File: config.mk
export PLATFORM = sky130hd
export DESIGN_NAME = dbg_mailbox
export DESIGN_NICKNAME = d
export VERILOG_FILES = /design/src/rtl/dbg_mailbox_pkg.sv /design/src/rtl/dbg_scan_reg.sv /design/src/rtl/dbg_rx_side.sv /design/src/rtl/dbg_tx_side.sv /design/src/rtl/dbg_mailbox.sv
export SDC_FILE = /design/constraint.sdc
export NUM_CORES = 1
export LEC_CHECK = 0
export BUFFER_PORTS_ARGS = -buffer_cell sky130_fd_sc_hd__buf_4
export CORE_MARGIN = 4
export CORE_UTILIZATION = 45
export CTS_BUF_LIST = sky130_fd_sc_hd__clkbuf_4
export DETAILED_ROUTE_END_ITERATION = 6
export HOLD_SLACK_MARGIN = 0.15
export PLACE_DENSITY = 0.7
export REMOVE_ABC_BUFFERS = 1
export SLEW_MARGIN = 10
export SYNTH_ARGS = -nofsm -noshare
export SYNTH_HDL_FRONTEND = slang
export SYNTH_SLANG_ARGS = --single-unit
File: constraint.sdc
create_clock -name clk -period 3.5 [get_ports clk]
set_input_delay 0.175 -clock clk [delete_from_list [all_inputs] [get_ports clk]]
set_output_delay 0.175 -clock clk [all_outputs]
set_load 0.005 [all_outputs]
File: src/rtl/dbg_mailbox_pkg.sv
package dbg_mailbox_pkg;
  typedef enum logic [1:0] {OP_NONE = 2'd0, OP_RECV = 2'd1, OP_SEND = 2'd2, OP_RSVD = 2'd3} op_e;

  // number of scan bits for a length code; codes past the last setting clamp
  function automatic int unsigned scan_bits(input logic [2:0] code, input int unsigned step,
                                            input int unsigned nset);
    int unsigned idx;
    idx = (int'(code) >= nset) ? nset : int'(code) + 1;
    return idx * step;
  endfunction
endpackage

File: src/rtl/dbg_scan_reg.sv
module dbg_scan_reg #(
  parameter int DATA_W = 40,
  parameter int LB_W   = 6
) (
  input  logic              clk,
  input  logic              rst_n,
  input  logic              cap,
  input  logic              cap_en,
  input  logic [DATA_W-1:0] cap_val,
  input  logic              sh,
  input  logic              tdi,
  input  logic [LB_W-1:0]   len,
  output logic [DATA_W-1:0] sr,
  output logic              tdo
);
  logic [DATA_W-1:0] nxt_shift;
  logic [DATA_W-1:0] len_mask;

  always_comb begin
    for (int i = 0; i < DATA_W; i++) begin
      len_mask[i] = (i < int'(len));
      if (i + 1 < int'(len))       nxt_shift[i] = sr[i+1];
      else if (i + 1 == int'(len)) nxt_shift[i] = tdi;
      else                         nxt_shift[i] = 1'b0;
    end
  end

  always_ff @(posedge clk or negedge rst_n) begin
    if (!rst_n)            sr <= '0;
    else if (cap && cap_en) sr <= cap_val & len_mask;
    else if (sh)           sr <= nxt_shift;
  end

  assign tdo = sr[0];

  // a shift places tdi at the top bit of the selected length
  p_shift_in_r8: assert property (@(posedge clk) disable iff (!rst_n)
    (sh && !cap && len != '0) |=> sr[$past(len) - 1'b1] == $past(tdi));
endmodule

File: src/rtl/dbg_rx_side.sv
module dbg_rx_side #(
  parameter int DATA_W = 40,
  parameter int ID_W   = 4,
  parameter int NID    = 16
) (
  input  logic              clk,
  input  logic              rst_n,
  input  logic              load,
  input  logic [DATA_W-1:0] data,
  input  logic [ID_W-1:0]   id,
  input  logic [2:0]        lenc,
  input  logic              abort,
  input  logic [NID-1:0]    mask,
  input  logic              clr_busy,
  input  logic [NID-1:0]    rx_w1c,
  input  logic [NID-1:0]    ab_w1c,
  output logic [DATA_W-1:0] rxd,
  output logic              busy,
  output logic [ID_W-1:0]   st_id,
  output logic [2:0]        st_len,
  output logic [NID-1:0]    rx_src,
  output logic [NID-1:0]    ab_src,
  output logic              ev_rx_load
);
  assign ev_rx_load = load && !busy;

  always_ff @(posedge clk or negedge rst_n) begin
    if (!rst_n) begin
      rxd    <= '0;
      busy   <= 1'b0;
      st_id  <= '0;
      st_len <= '0;
    end else if (ev_rx_load) begin
      rxd    <= data;
      busy   <= 1'b1;
      st_id  <= id;
      st_len <= lenc;
    end else if (clr_busy) begin
      busy <= 1'b0;
    end
  end

  for (genvar g = 0; g < NID; g++) begin : g_src
    always_ff @(posedge clk or negedge rst_n) begin
      if (!rst_n) begin
        rx_src[g] <= 1'b0;
        ab_src[g] <= 1'b0;
      end else begin
        if (ev_rx_load && id == ID_W'(g)) rx_src[g] <= 1'b1;
        else if (rx_w1c[g])                rx_src[g] <= 1'b0;
        if (abort && mask[g])              ab_src[g] <= 1'b1;
        else if (ab_w1c[g])                ab_src[g] <= 1'b0;
      end
    end
  end

  p_busy_set_r2: assert property (@(posedge clk) disable iff (!rst_n)
    ev_rx_load |=> busy && rxd == $past(data));
  p_src_set_r3: assert property (@(posedge clk) disable iff (!rst_n)
    ev_rx_load |=> rx_src[$past(id)]);
  p_drop_busy_r4: assert property (@(posedge clk) disable iff (!rst_n)
    (load && busy) |=> $stable(rxd) && $stable(st_id) && $stable(st_len));
  p_abort_keep_r6: assert property (@(posedge clk) disable iff (!rst_n)
    (abort && !load && !clr_busy) |=> $stable(busy) && $stable(st_id));
  p_abort_src_r6: assert property (@(posedge clk) disable iff (!rst_n)
    abort |=> (ab_src & $past(mask)) == $past(mask));
endmodule

File: src/rtl/dbg_tx_side.sv
module dbg_tx_side #(
  parameter int DATA_W = 40,
  parameter int CPU_W  = 32,
  parameter int LOCK_W = 8
) (
  input  logic              clk,
  input  logic              rst_n,
  input  logic              wr_lo,
  input  logic              wr_hi,
  input  logic              wr_st,
  input  logic              wr_lock,
  input  logic [CPU_W-1:0]  wdata,
  input  logic              tx_done,
  output logic [DATA_W-1:0] txd,
  output logic [2:0]        tx_lenc,
  output logic              tint,
  output logic [LOCK_W-1:0] lock
);
  localparam int HI_W = DATA_W - CPU_W;

  always_ff @(posedge clk or negedge rst_n) begin
    if (!rst_n) begin
      txd     <= '0;
      tx_lenc <= '0;
    end else begin
      if (wr_lo) txd[CPU_W-1:0]      <= wdata;
      if (wr_hi) txd[DATA_W-1:CPU_W] <= wdata[HI_W-1:0];
      if (wr_st) tx_lenc             <= wdata[2:0];
    end
  end

  // debugger side wins over a CPU write in the same cycle
  always_ff @(posedge clk or negedge rst_n) begin
    if (!rst_n) begin
      tint <= 1'b0;
      lock <= '0;
    end else if (tx_done) begin
      tint <= 1'b0;
      lock <= '1;
    end else begin
      if (wr_st && wdata[8]) tint <= 1'b1;
      if (wr_lock)           lock <= wdata[LOCK_W-1:0];
    end
  end

  p_done_frees_r10: assert property (@(posedge clk) disable iff (!rst_n)
    tx_done |=> lock == '1 && !tint);
  p_done_keeps_buf_r11: assert property (@(posedge clk) disable iff (!rst_n)
    (tx_done && !wr_lo && !wr_hi) |=> $stable(txd));
endmodule

File: src/rtl/dbg_mailbox.sv
module dbg_mailbox
  import dbg_mailbox_pkg::*;
#(
  parameter int LEN_STEP = 8,
  parameter int NUM_LEN  = 5,
  parameter int ID_W     = 4,
  parameter int CPU_W    = 32,
  parameter int LOCK_W   = 8
) (
  input  logic        clk,
  input  logic        rst_n,
  input  logic        tap_ir_upd,
  input  logic        tap_dr_cap,
  input  logic        tap_dr_sh,
  input  logic        tap_dr_upd,
  input  logic [1:0]  ir_op,
  input  logic [3:0]  ir_id,
  input  logic [2:0]  ir_len,
  input  logic        tdi,
  output logic        tdo,
  input  logic [3:0]  cpu_addr,
  input  logic        cpu_wr,
  input  logic [31:0] cpu_wdata,
  output logic [31:0] cpu_rdata,
  output logic        dbg_irq,
  output logic        tx_irq
);
  localparam int DATA_W = LEN_STEP * NUM_LEN;
  localparam int LB_W   = $clog2(DATA_W + 1);
  localparam int NID    = 1 << ID_W;
  localparam int HI_W   = DATA_W - CPU_W;
  localparam logic [3:0] A_RXD_LO = 4'd0, A_RXD_HI = 4'd1, A_RXST = 4'd2,
                         A_TXD_LO = 4'd3, A_TXD_HI = 4'd4, A_TXST = 4'd5,
                         A_LOCK   = 4'd6, A_SRC    = 4'd7, A_MASK = 4'd8;

  // active instruction
  op_e             op_q;
  logic [ID_W-1:0] id_q;
  logic [2:0]      len_q;
  logic [NID-1:0]  mask_q;

  logic ev_abort, ev_rx_upd, ev_tx_done, ev_rx_load;
  logic [ID_W-1:0] id_abort;
  assign id_abort   = '1;
  assign ev_abort   = tap_ir_upd && op_e'(ir_op) == OP_RECV && ir_id[ID_W-1:0] == id_abort;
  assign ev_rx_upd  = tap_dr_upd && op_q == OP_RECV && id_q != id_abort;
  assign ev_tx_done = tap_dr_upd && op_q == OP_SEND;

  always_ff @(posedge clk or negedge rst_n) begin
    if (!rst_n) begin
      op_q   <= OP_NONE;
      id_q   <= '0;
      len_q  <= '0;
      mask_q <= '0;
    end else begin
      if (tap_ir_upd) begin
        op_q  <= op_e'(ir_op);
        id_q  <= ir_id[ID_W-1:0];
        len_q <= ir_len;
      end
      if (cpu_wr && cpu_addr == A_MASK) mask_q <= cpu_wdata[NID-1:0];
    end
  end

  // scan length selection
  logic [2:0]        tx_lenc;
  logic [2:0]        cur_lenc;
  logic [LB_W-1:0]   cur_len;
  logic [DATA_W-1:0] sr, txd, rxd;
  assign cur_lenc = (op_q == OP_SEND) ? tx_lenc : len_q;
  assign cur_len  = LB_W'(scan_bits(cur_lenc, LEN_STEP, NUM_LEN));

  dbg_scan_reg #(.DATA_W(DATA_W), .LB_W(LB_W)) u_scan (
    .clk(clk), .rst_n(rst_n), .cap(tap_dr_cap), .cap_en(op_q == OP_SEND),
    .cap_val(txd), .sh(tap_dr_sh), .tdi(tdi), .len(cur_len), .sr(sr), .tdo(tdo));

  logic              busy;
  logic [ID_W-1:0]   st_id;
  logic [2:0]        st_len;
  logic [NID-1:0]    rx_src, ab_src;
  logic              wr_src;
  assign wr_src = cpu_wr && cpu_addr == A_SRC;

  dbg_rx_side #(.DATA_W(DATA_W), .ID_W(ID_W), .NID(NID)) u_rx (
    .clk(clk), .rst_n(rst_n), .load(ev_rx_upd), .data(sr), .id(id_q), .lenc(len_q),
    .abort(ev_abort), .mask(mask_q),
    .clr_busy(cpu_wr && cpu_addr == A_RXST && cpu_wdata[8]),
    .rx_w1c(wr_src ? cpu_wdata[NID-1:0] : '0),
    .ab_w1c(wr_src ? cpu_wdata[2*NID-1:NID] : '0),
    .rxd(rxd), .busy(busy), .st_id(st_id), .st_len(st_len),
    .rx_src(rx_src), .ab_src(ab_src), .ev_rx_load(ev_rx_load));

  logic              tint;
  logic [LOCK_W-1:0] lock;

  dbg_tx_side #(.DATA_W(DATA_W), .CPU_W(CPU_W), .LOCK_W(LOCK_W)) u_tx (
    .clk(clk), .rst_n(rst_n),
    .wr_lo(cpu_wr && cpu_addr == A_TXD_LO), .wr_hi(cpu_wr && cpu_addr == A_TXD_HI),
    .wr_st(cpu_wr && cpu_addr == A_TXST), .wr_lock(cpu_wr && cpu_addr == A_LOCK),
    .wdata(cpu_wdata), .tx_done(ev_tx_done),
    .txd(txd), .tx_lenc(tx_lenc), .tint(tint), .lock(lock));

  assign dbg_irq = |{rx_src, ab_src};
  assign tx_irq  = tint;

  always_comb begin
    cpu_rdata = '0;
    case (cpu_addr)
      A_RXD_LO: cpu_rdata = rxd[CPU_W-1:0];
      A_RXD_HI: cpu_rdata[HI_W-1:0] = rxd[DATA_W-1:CPU_W];
      A_RXST:   cpu_rdata = {23'd0, busy, (4)'(st_id), 1'b0, st_len};
      A_TXD_LO: cpu_rdata = txd[CPU_W-1:0];
      A_TXD_HI: cpu_rdata[HI_W-1:0] = txd[DATA_W-1:CPU_W];
      A_TXST:   cpu_rdata = {23'd0, tint, 5'd0, tx_lenc};
      A_LOCK:   cpu_rdata[LOCK_W-1:0] = lock;
      A_SRC:    cpu_rdata[2*NID-1:0] = {ab_src, rx_src};
      A_MASK:   cpu_rdata[NID-1:0] = mask_q;
      default:  cpu_rdata = '0;
    endcase
  end

  p_abort_irq_r7: assert property (@(posedge clk) disable iff (!rst_n)
    (ev_abort && mask_q != '0) |=> dbg_irq);
  p_abort_no_load_r6: assert property (@(posedge clk) disable iff (!rst_n)
    (tap_dr_upd && op_q == OP_RECV && id_q == id_abort) |-> !ev_rx_load);
endmodule

==> flow_summary.yaml, run 1 <==
placed_design:
  gp_congestion: 0.914
  port_buffers: 87
  hpwlAfterDp_um: 19300
  dpl_cell_area_mm2: 0.0103
worst_setup_path:
  cp-start-kind: "flop"
  path_delay_family: "simple AND/OR/NAND/NOR gates"
  crit_type: "reg2reg"
  critPathBufInv: 3
  critical_path_arrival_ns: 3.59
  max_stage_delay_ns: 0.43
  crit_fanout: 12
  crit_top_cell: "inv_1"
  critPathCaptureType: "flop"
  critical_path.cell_chain: "nand2b_1 -> mux2i_1 -> buf_4 -> inv_1 -> ha_1 -> inv_1 -> or2_2 -> o22ai_2 -> nor2_1 -> a221o_1"
  required_ns: 3.98
  slowest_stage: "dfrtp_1"
grt:
  grt_pass1_wl_um: 44400
  grt-ovfl-total: 0
  use_met2: 0.375
  grt.total_usage: 0.241
  grt_pass1_vias: 7792
  antenna_found_initial: 1
  grt_start_max_net_pins: 81
  use_met1: 0.346
  use_met3: 0.0497
  gr-max-usage-layer: "met2"
layout:
  multi_input_area_mm2: 0.00418
  fin_util: 0.547
  ff_latch_area_mm2: 0.00493
  fill_cells: 1808
  postLayoutCellArea_mm2: 0.0112
  nets: 1092
  area_delta_synth_final_pct: 18.4
  drive_above_1_share: 0.221
timing:
  hold_viol: 0
  max_slew_margin: 0.502
  rsz0062_at_grt: "false"
  drv_slew: 0
  post-route-period-util: 0.888
  max_freq_ghz: 0.322
  tns_ns: 0
  period_minus_slack_ns: 3.11
  worstMarginPinSlew_ns: 0.744
  setup_viol: 0
  skew_ns: 0.0284
logic_synthesis:
  synth_seq_area_share: 0.522
  netlist.top_cell.by_area: "dfrtp_1"
  yosys-top-cells-area: "dfrtp_1 52%, nand2_1 8.9%, mux2_2 8.0%"
  syn_area_per_cell_um2: 10.4
  yosys_warnings: 0
  synth_flop_cell: "dfrtp_1"
  synth_edf_count: 0
  netlist_instances: 911
  synth.cell_area_mm2: 0.00944
  ys_ff_latch: 197
  synth_top_area_share: 0.522
  synth_cell_types: 62
  synthArstFlopShare: 1.00
routing:
  dr_total_vias: 7801
  drc_errors: 0
  routed_via_density: 5.91
  postRouteAntennaNets: 0
  drtPass1Iterations: 6
  drt_iter0_drc: 780
  routedWlPerCell_um: 21.3
  routed_wl_um: 28100
power_and_ir_drop:
  power.density_mw_per_mm2: 508
  ir_drop_mv: 0.225
  power.leakage_nw: 5.14
floorplan:
  start_util: 0.462
  die_w_um: 153
  dieArea_mm2: 0.0233
  die_y_um: 153
  num_io_pins: 88
  rows: 52
  core_area_mm2: 0.0204
cts:
  numCtsBuffers: 17
  cts_resized: 0
  cts_root_buf: "clkbuf_4"
  insertion_delay_ns: 0.60
  cts_tree: "yes"
  clock_path_buffers: 2
  h-tree-depth: 4
  cts.sinks: 197
  clk_pin_slew_ns: 0.16
worst_hold_path:
  hold_class: "in2async"
run_status:
  outcome: "finished clean"
job:
  drv_cap: 0
## layout by cell type (no fill, tap or decap), drive strengths merged, types with 16 or more instances in the layout
master,Yosys,layout
a22oi,16,16
dfrtp,197,197
dlygate4sd3,0,58
a222oi,26,26
inv,21,24
nor2,31,31
mux2,72,72
a21oi,36,36
mux2i,19,19
clkbuf,20,18
a22o,22,22
nand2,227,227
buf,36,104
o21ai,29,29
nor2b,31,31
## per-layer routing
metal	routed length, µm	vias to the layer above	share of wire
li1	-	3488	-
met4	578	0	0.021
met5	0	-	0
met1	11900	3902	0.42
met2	13300	359	0.47
met3	2350	52	0.084
## final cells by class
type / instances / share of cell area
clock buffer: 17 / 0.0114
tap: 270 / 0.0302
timing repair buffer: 163 / 0.124
antenna: 1 / 0.000224
inverter: 21 / 0.00706
clock inverter: 15 / 0.0117
multi-input combinational: 637 / 0.374
sequential: 197 / 0.441
## path summary, 6_finish.rpt
kind                                      startpoint                   endpoint  slack (ns)  cells past startpoint
max                              op_q[0]$_DFFE_PN0P_   u_scan.sr[2]$_DFFE_PN0P_        0.39                     10
min in group clk                         cpu_addr[3]      u_rx.busy$_DFFE_PN0P_        0.27                      5
max reg2reg                      op_q[0]$_DFFE_PN0P_   u_scan.sr[2]$_DFFE_PN0P_        0.39                     10
min reg2reg                u_scan.sr[34]$_DFFE_PN0P_   u_rx.rxd[34]$_DFFE_PN0P_        0.48                      2
max in group asynchronous                      rst_n   u_rx.rxd[12]$_DFFE_PN0P_        2.49                      3
min                                            rst_n  u_scan.sr[28]$_DFFE_PN0P_        0.17                      2
## flip-flops by register name (all words and copies together), names as in the netlist, 8 cells and up
name / flops
u_rx.rx_src: 16
u_tx.lock: 8
u_tx.txd: 40
mask_q: 16
u_rx.ab_src: 16
u_scan.sr: 40
u_rx.rxd: 40
## logic make-up (layout without fill, tap and decap cells)
family / Yosys count / in the layout / synth area share
compound gates: 176 / 176 / 0.143
fa+ha+maj: 2 / 2 / 0.00265
mux: 94 / 94 / 0.115
flops: 197 / 197 / 0.522
buf+inv: 77 / 216 / 0.0389
other cells: 0 / 1 / 0
simple gates: 365 / 365 / 0.178
## per-stage QoR
step                std cells  power [mW]  setup WS (ns)  hold slack (ns)
floorplan                 855        3.85          0.569           -0.121
global placement         1230        4.41          0.591            0.251
detailed placement       1230        4.46          0.439            0.253
CTS                      1320        5.67          0.401            0.168
global route             1321        5.97          0.215            0.195
finish                   1321        5.67          0.391            0.171
## report_power, final
group | switching, mW | leakage [nW] | total [mW] | internal (mW)
combinational | 0.614 | 2.47 | 1.25 | 0.635
sequential | 0.483 | 2.53 | 3.25 | 2.77
clock | 0.814 | 0.140 | 1.17 | 0.356
total | 1.91 | 5.14 | 5.67 | 3.76
## cell usage after synthesis (7+ instances only)
| master | n |
|---|---|
| a22oi_1 | 16 |
| nand2_1 | 224 |
| buf_4 | 9 |
| a222oi_1 | 26 |
| inv_1 | 21 |
| a22o_1 | 22 |
| nand3_1 | 13 |
| nor2b_1 | 31 |
| nand2b_1 | 15 |
| dfrtp_1 | 197 |
| mux2_2 | 67 |
| buf_2 | 23 |
| nor2_1 | 26 |
| a21oi_1 | 35 |
| and2_1 | 10 |
| o2bb2ai_1 | 9 |
| a221o_1 | 14 |
| o21ai_0 | 27 |
| nor4_1 | 10 |
| mux2i_1 | 18 |
| nor3_1 | 7 |
| clkbuf_1 | 20 |
## repair_timing
action                    4_1_cts  5_1_grt
hold endpoints to repair      255        0
hold buffers                   58        0
setup buffers                   0        0
## worst register-to-register path, cell delays in order (launching register included)
cell and delay (ns):
dfrtp_1 0.43, nand2b_1 0.33, mux2i_1 0.25, buf_4 0.21, inv_1 0.09, ha_1 0.34
inv_1 0.09, or2_2 0.31, o22ai_2 0.33, nor2_1 0.23, a221o_1 0.41
Note: power is estimated with default switching activity, not from simulation.
==> run 2: changes to the inputs <==
--- a/config.mk
+++ b/config.mk
@@ -16,4 +16,5 @@
 export SLEW_MARGIN = 10
 export SYNTH_ARGS = -nofsm -noshare
 export SYNTH_HDL_FRONTEND = slang
+export SYNTH_HIERARCHICAL = 1
 export SYNTH_SLANG_ARGS = --single-unit
==> flow_summary.yaml, run 2 <==
timing:
  max_freq_ghz: 0.309
  period_minus_slack_ns: 3.24
  holdWs_ns: 0.184
  setup_viol: 0
  hold_viol: 0
  skew_ns: 0.0216
  max_slew_margin: 0.398
  post-route-period-util: 0.925
  rsz0062_at_grt: "false"
  worstMarginPinSlew_ns: 0.901
  drv_slew: 0
  tns_ns: 0
floorplan:
  die_y_um: 160
  num_io_pins: 88
  rows: 55
  start_util: 0.458
  core_area_mm2: 0.0227
  dieArea_mm2: 0.0256
  die_w_um: 160
worst_setup_path:
  reg2reg_depth: 9
  required_ns: 3.99
  crit_start: "op_q[0]$_DFFE_PN0P_"
  r2r_end: "u_scan/sr[13]$_DFFE_PN0P_"
  cp-start-kind: "flop"
  critPathCapture: "u_scan/sr[13]$_DFFE_PN0P_"
  crit_fanout: 16
  crit_type: "reg2reg"
  timing.rr.start: "op_q[0]$_DFFE_PN0P_"
  critPathCaptureType: "flop"
  rrSetupSlack_ns: 0.26
  critical_path_arrival_ns: 3.72
cts:
  cts_resized: 0
  insertion_delay_ns: 0.60
  h-tree-depth: 4
  cts_tree: "yes"
  numCtsBuffers: 17
  cts_root_buf: "clkbuf_4"
  clock_path_buffers: 2
  clk_pin_slew_ns: 0.16
  cts.sinks: 197
layout:
  drive_above_1_share: 0.240
  fin_util: 0.535
  layout_common_cells: "197 x dfrtp_1, 107 x buf_4, 93 x mux2_2"
  area_delta_synth_final_pct: 16.9
  nets: 1166
  ff_latch_area_mm2: 0.00493
  final_common_cell: "dfrtp_1"
  fill_cells: 2045
  postLayoutCellArea_mm2: 0.0121
  multi_input_area_mm2: 0.00490
  reg_top3: "u_rx/rxd: 40 flops, u_scan/sr: 40 flops, u_tx/txd: 40 flops"
power_and_ir_drop:
  power.density_mw_per_mm2: 506
  ir_drop_mv: 0.276
  power.leakage_nw: 5.50
  power_mw: 6.14
logic_synthesis:
  synthArstFlopShare: 1.00
  synth_cell_types: 72
  netlist_instances: 993
  yosys_warnings: 6
  syn_area_per_cell_um2: 10.5
  ys_ff_latch: 197
  synth_top_area_share: 0.474
  synth_flop_cell: "dfrtp_1"
  yosys-top-cells-area: "dfrtp_1 47%, mux2_2 10%, o21ai_0 3.6%"
  synth_most_common_cell: "dfrtp_1"
  synth_edf_count: 0
  synth.cell_area_mm2: 0.0104
  synthTopCellsByCount: "197 x dfrtp_1, 93 x mux2_2, 74 x o21ai_0"
  synth_seq_area_share: 0.474
  netlist.top_cell.by_area: "dfrtp_1"
grt:
  grt-ovfl-total: 0
  antenna_found_initial: 2
  grt_pass1_vias: 8698
  grt_start_max_net_pins: 96
  grt_pass1_wl_um: 49600
  grt.total_usage: 0.243
routing:
  drt_iter0_drc: 990
  routedWlPerCell_um: 22.2
  drtPass1Iterations: 6
  dr_total_vias: 8755
  routed_via_density: 6.21
  routed_wl_um: 31300
  postRouteAntennaNets: 0
  drc_errors: 0
placed_design:
  dpl_cell_area_mm2: 0.0113
  gp_congestion: 0.958
  port_buffers: 87
  hpwlAfterDp_um: 21800
worst_hold_path:
  hold_class: "in2async"
job:
  drv_cap: 0
run_status:
  outcome: "finished clean"
run 2: power breakdown:
part	leakage [nW]	switching [mW]	total, mW	internal [mW]
sequential	2.42	0.525	3.39	2.87
combinational	2.96	0.766	1.60	0.830
clock	0.127	0.790	1.15	0.363
run 2: area by class of cell:
type / count / area share
diodes: 2 / 0.000412
clock inverters: 12 / 0.00855
well taps: 285 / 0.0294
flip-flops and latches: 197 / 0.406
inverters: 55 / 0.0170
multi-input cells: 666 / 0.403
repair buffers: 174 / 0.124
clock buffers: 19 / 0.0117
run 2: worst min path at each step:
stage | slack (ns) | to | startpoint | cells after the start
after floorplan | -0.12 | id_q[0]$_DFFE_PN0P_ | rst_n | 0
final | 0.18 | len_q[2]$_DFFE_PN0P_ | rst_n | 2
after CTS | 0.16 | u_rx/busy$_DFFE_PN0P_ | cpu_addr[1] | 4
after global routing | 0.18 | u_rx/busy$_DFFE_PN0P_ | cpu_addr[1] | 4
after global placement | 0.30 | u_tx/lock[1]$_DFFE_PN0P_ | rst_n | 1
after detailed placement | 0.31 | u_tx/lock[1]$_DFFE_PN0P_ | rst_n | 1
run 2: per-stage QoR:
stage | setup slack, ns | std cells
finish | 0.264 | 1410
global route | 0.0412 | 1409
CTS | 0.356 | 1408
detailed placement | 0.384 | 1314
global placement | 0.483 | 1314
floorplan | -0.341 | 918
run 2: timing repair:
| item | 4_1_cts | 5_1_grt |
|---|---|---|
| hold endpoints to repair | 231 | 0 |
| buffers inserted | 0 | 0 |
| hold buffers | 63 | 0 |
run 2: worst max-delay path, cell delays in order (launching register included):
cell      delay (ns)
dfrtp_1         0.39
nand2b_1        0.26
mux2_2          0.41
ha_1            0.21
nor4_1          0.44
a21oi_4         0.17
nor2_1          0.54
o21ai_0         0.26
a221oi_1        0.33
nor3_1          0.09
run 2: kinds of logic (layout without fill, tap and decap cells):
kind of cell	after synthesis	count (layout)	synth area share
mux	142	142	0.157
fa+ha+maj	2	2	0.00241
flops	197	197	0.474
buf+inv	136	260	0.0596
compound gates	249	249	0.164
other cells	1	9	0.000361
simple gates	266	266	0.143
run 2: per-layer routing:
layer  vias to the layer above  wire, µm  track usage
met2                       428     14700        0.384
met5                         -         0            0
met4                         0       677       0.0673
li1                       3900         -            -
met3                        47      2340       0.0511
met1                      4380     13600        0.341
==> run 3: changes to the inputs <==
--- a/config.mk
+++ b/config.mk
@@ -7,11 +7,11 @@
 export LEC_CHECK = 0
 export BUFFER_PORTS_ARGS = -buffer_cell sky130_fd_sc_hd__buf_4
 export CORE_MARGIN = 4
-export CORE_UTILIZATION = 45
+export CORE_UTILIZATION = 50
 export CTS_BUF_LIST = sky130_fd_sc_hd__clkbuf_4
 export DETAILED_ROUTE_END_ITERATION = 6
 export HOLD_SLACK_MARGIN = 0.15
-export PLACE_DENSITY = 0.7
+export PLACE_DENSITY = 0.76
 export REMOVE_ABC_BUFFERS = 1
 export SLEW_MARGIN = 10
 export SYNTH_ARGS = -nofsm -noshare
==> flow_summary.yaml, run 3 (synthesis results as in run 2) <==
floorplan:
  dieArea_mm2: 0.0232
  die_y_um: 152
  start_util: 0.510
  core_area_mm2: 0.0204
  rows: 52
  num_io_pins: 88
  die_w_um: 152
routing:
  routed_via_density: 6.25
  drt_iter0_drc: 1070
  routed_wl_um: 30900
  drc_errors: 3
  drtPass1Iterations: 7
  postRouteAntennaNets: 0
  dr_total_vias: 8643
  routedWlPerCell_um: 22.4
timing:
  drv_slew: 0
  post-route-period-util: 0.919
  max_slew_margin: 0.244
  max_freq_ghz: 0.311
  skew_ns: 0.0187
  worstMarginPinSlew_ns: 1.13
  rsz0062_at_grt: "false"
  hold_viol: 0
  setup_viol: 0
  period_minus_slack_ns: 3.22
grt:
  gr-max-usage-layer: "met2"
  use_met1: 0.367
  grt_pass1_wl_um: 48700
  grt_start_max_net_pins: 91
  antenna_found_initial: 2
  use_met2: 0.410
  use_met3: 0.0653
  grt_pass1_vias: 8490
  grt-ovfl-total: 0
  grt.total_usage: 0.263
worst_setup_path:
  crit_type: "reg2reg"
  critical_path_arrival_ns: 3.69
  critPathCaptureType: "flop"
  cp-start-kind: "flop"
  required_ns: 3.98
  crit_fanout: 17
layout:
  layout_common_cells: "197 x dfrtp_1, 100 x buf_4, 93 x mux2_2"
  multi_input_area_mm2: 0.00490
  drive_above_1_share: 0.238
  fin_cells: 1382
  area_delta_synth_final_pct: 16.6
  fill_cells: 1717
  ff_latch_area_mm2: 0.00493
  reg_top3: "u_rx/rxd: 40 flops, u_scan/sr: 40 flops, u_tx/txd: 40 flops"
  final_common_cell: "dfrtp_1"
  nets: 1152
placed_design:
  hpwlAfterDp_um: 20900
  placed_cells: 1291
  port_buffers: 87
  gp_congestion: 0.916
job:
  drv_cap: 0
cts:
  cts_tree: "yes"
  h-tree-depth: 4
  cts.sinks: 197
  clk_pin_slew_ns: 0.15
  insertion_delay_ns: 0.59
  numCtsBuffers: 17
  cts_setup_buffers: 0
  cts_root_buf: "clkbuf_4"
  clock_path_buffers: 2
power_and_ir_drop:
  ir_drop_mv: 0.313
  power.density_mw_per_mm2: 528
  power.leakage_nw: 5.51
  power_mw: 6.40
worst_hold_path:
  hold_class: "in2reg"
run_status:
  violations: "DRC"
  outcome: "finished with violations"
run 3: final timing paths:
path                                           from                         end  slack [ns]  cells after the start
max reg2reg                     op_q[0]$_DFFE_PN0P_   u_scan/sr[11]$_DFFE_PN0P_        0.28                      9
min reg2reg                u_rx/rxd[19]$_DFFE_PN0P_    u_rx/rxd[19]$_DFFE_PN0P_        0.51                      1
max in group asynchronous                     rst_n  u_rx/ab_src[8]$_DFFE_PN0P_        1.99                      4
min                                          cpu_wr       u_rx/busy$_DFFE_PN0P_        0.20                      4
min in group asynchronous                     rst_n        len_q[2]$_DFFE_PN0P_        0.65                      3
max                             op_q[0]$_DFFE_PN0P_   u_scan/sr[11]$_DFFE_PN0P_        0.28                      9
run 3: report_power, final:
| part | internal (mW) | switching [mW] |
|---|---|---|
| logic | 0.804 | 0.761 |
| clock network | 0.653 | 0.778 |
| registers | 2.87 | 0.536 |
| total | 4.32 | 2.07 |
run 3: final cells by class:
type / instances / share of cell area
inverters: 55 / 0.0170
clock buffers: 19 / 0.0118
multi-input cells: 666 / 0.405
flip-flops and latches: 197 / 0.407
diodes: 2 / 0.000413
repair buffers: 160 / 0.114
well taps: 270 / 0.0279
clock inverters: 13 / 0.0167
run 3: what timing repair did:
action                    4_1_cts  5_1_grt
resized for setup               0        0
hold buffers                   57        0
hold endpoints to repair      206        0
run 3: metrics by stage:
| step | cell area [µm²] | utilization | setup WS [ns] | hold WS (ns) | setup TNS [ns] |
|---|---|---|---|---|---|
| CTS | 12100 | 0.595 | 0.333 | 0.152 | 0 |
| global route | 12100 | 0.595 | 0.0749 | 0.196 | 0 |
| floorplan | 10000 | - | -0.341 | -0.121 | -1.50 |
| global placement | 11200 | 0.549 | 0.454 | 0.249 | 0 |
| detailed placement | 11200 | 0.549 | 0.344 | 0.245 | 0 |
| finish | 12100 | 0.595 | 0.282 | 0.198 | 0 |
run 3: critical path, stage by stage (launching register included):
cell and delay, ns:
dfrtp_1 0.39, nand2b_1 0.27, mux2_2 0.40, ha_1 0.20
nor4_1 0.45, a21oi_4 0.16, nor2_1 0.54, o21ai_0 0.25
a221oi_1 0.36, nor3_1 0.08
run 3: routing by layer:
| metal | vias up | share of wire |
|---|---|---|
| met5 | - | 0 |
| met1 | 4324 | 0.43 |
| met2 | 389 | 0.46 |
| met4 | 0 | 0.025 |
| li1 | 3881 | - |
| met3 | 49 | 0.087 |
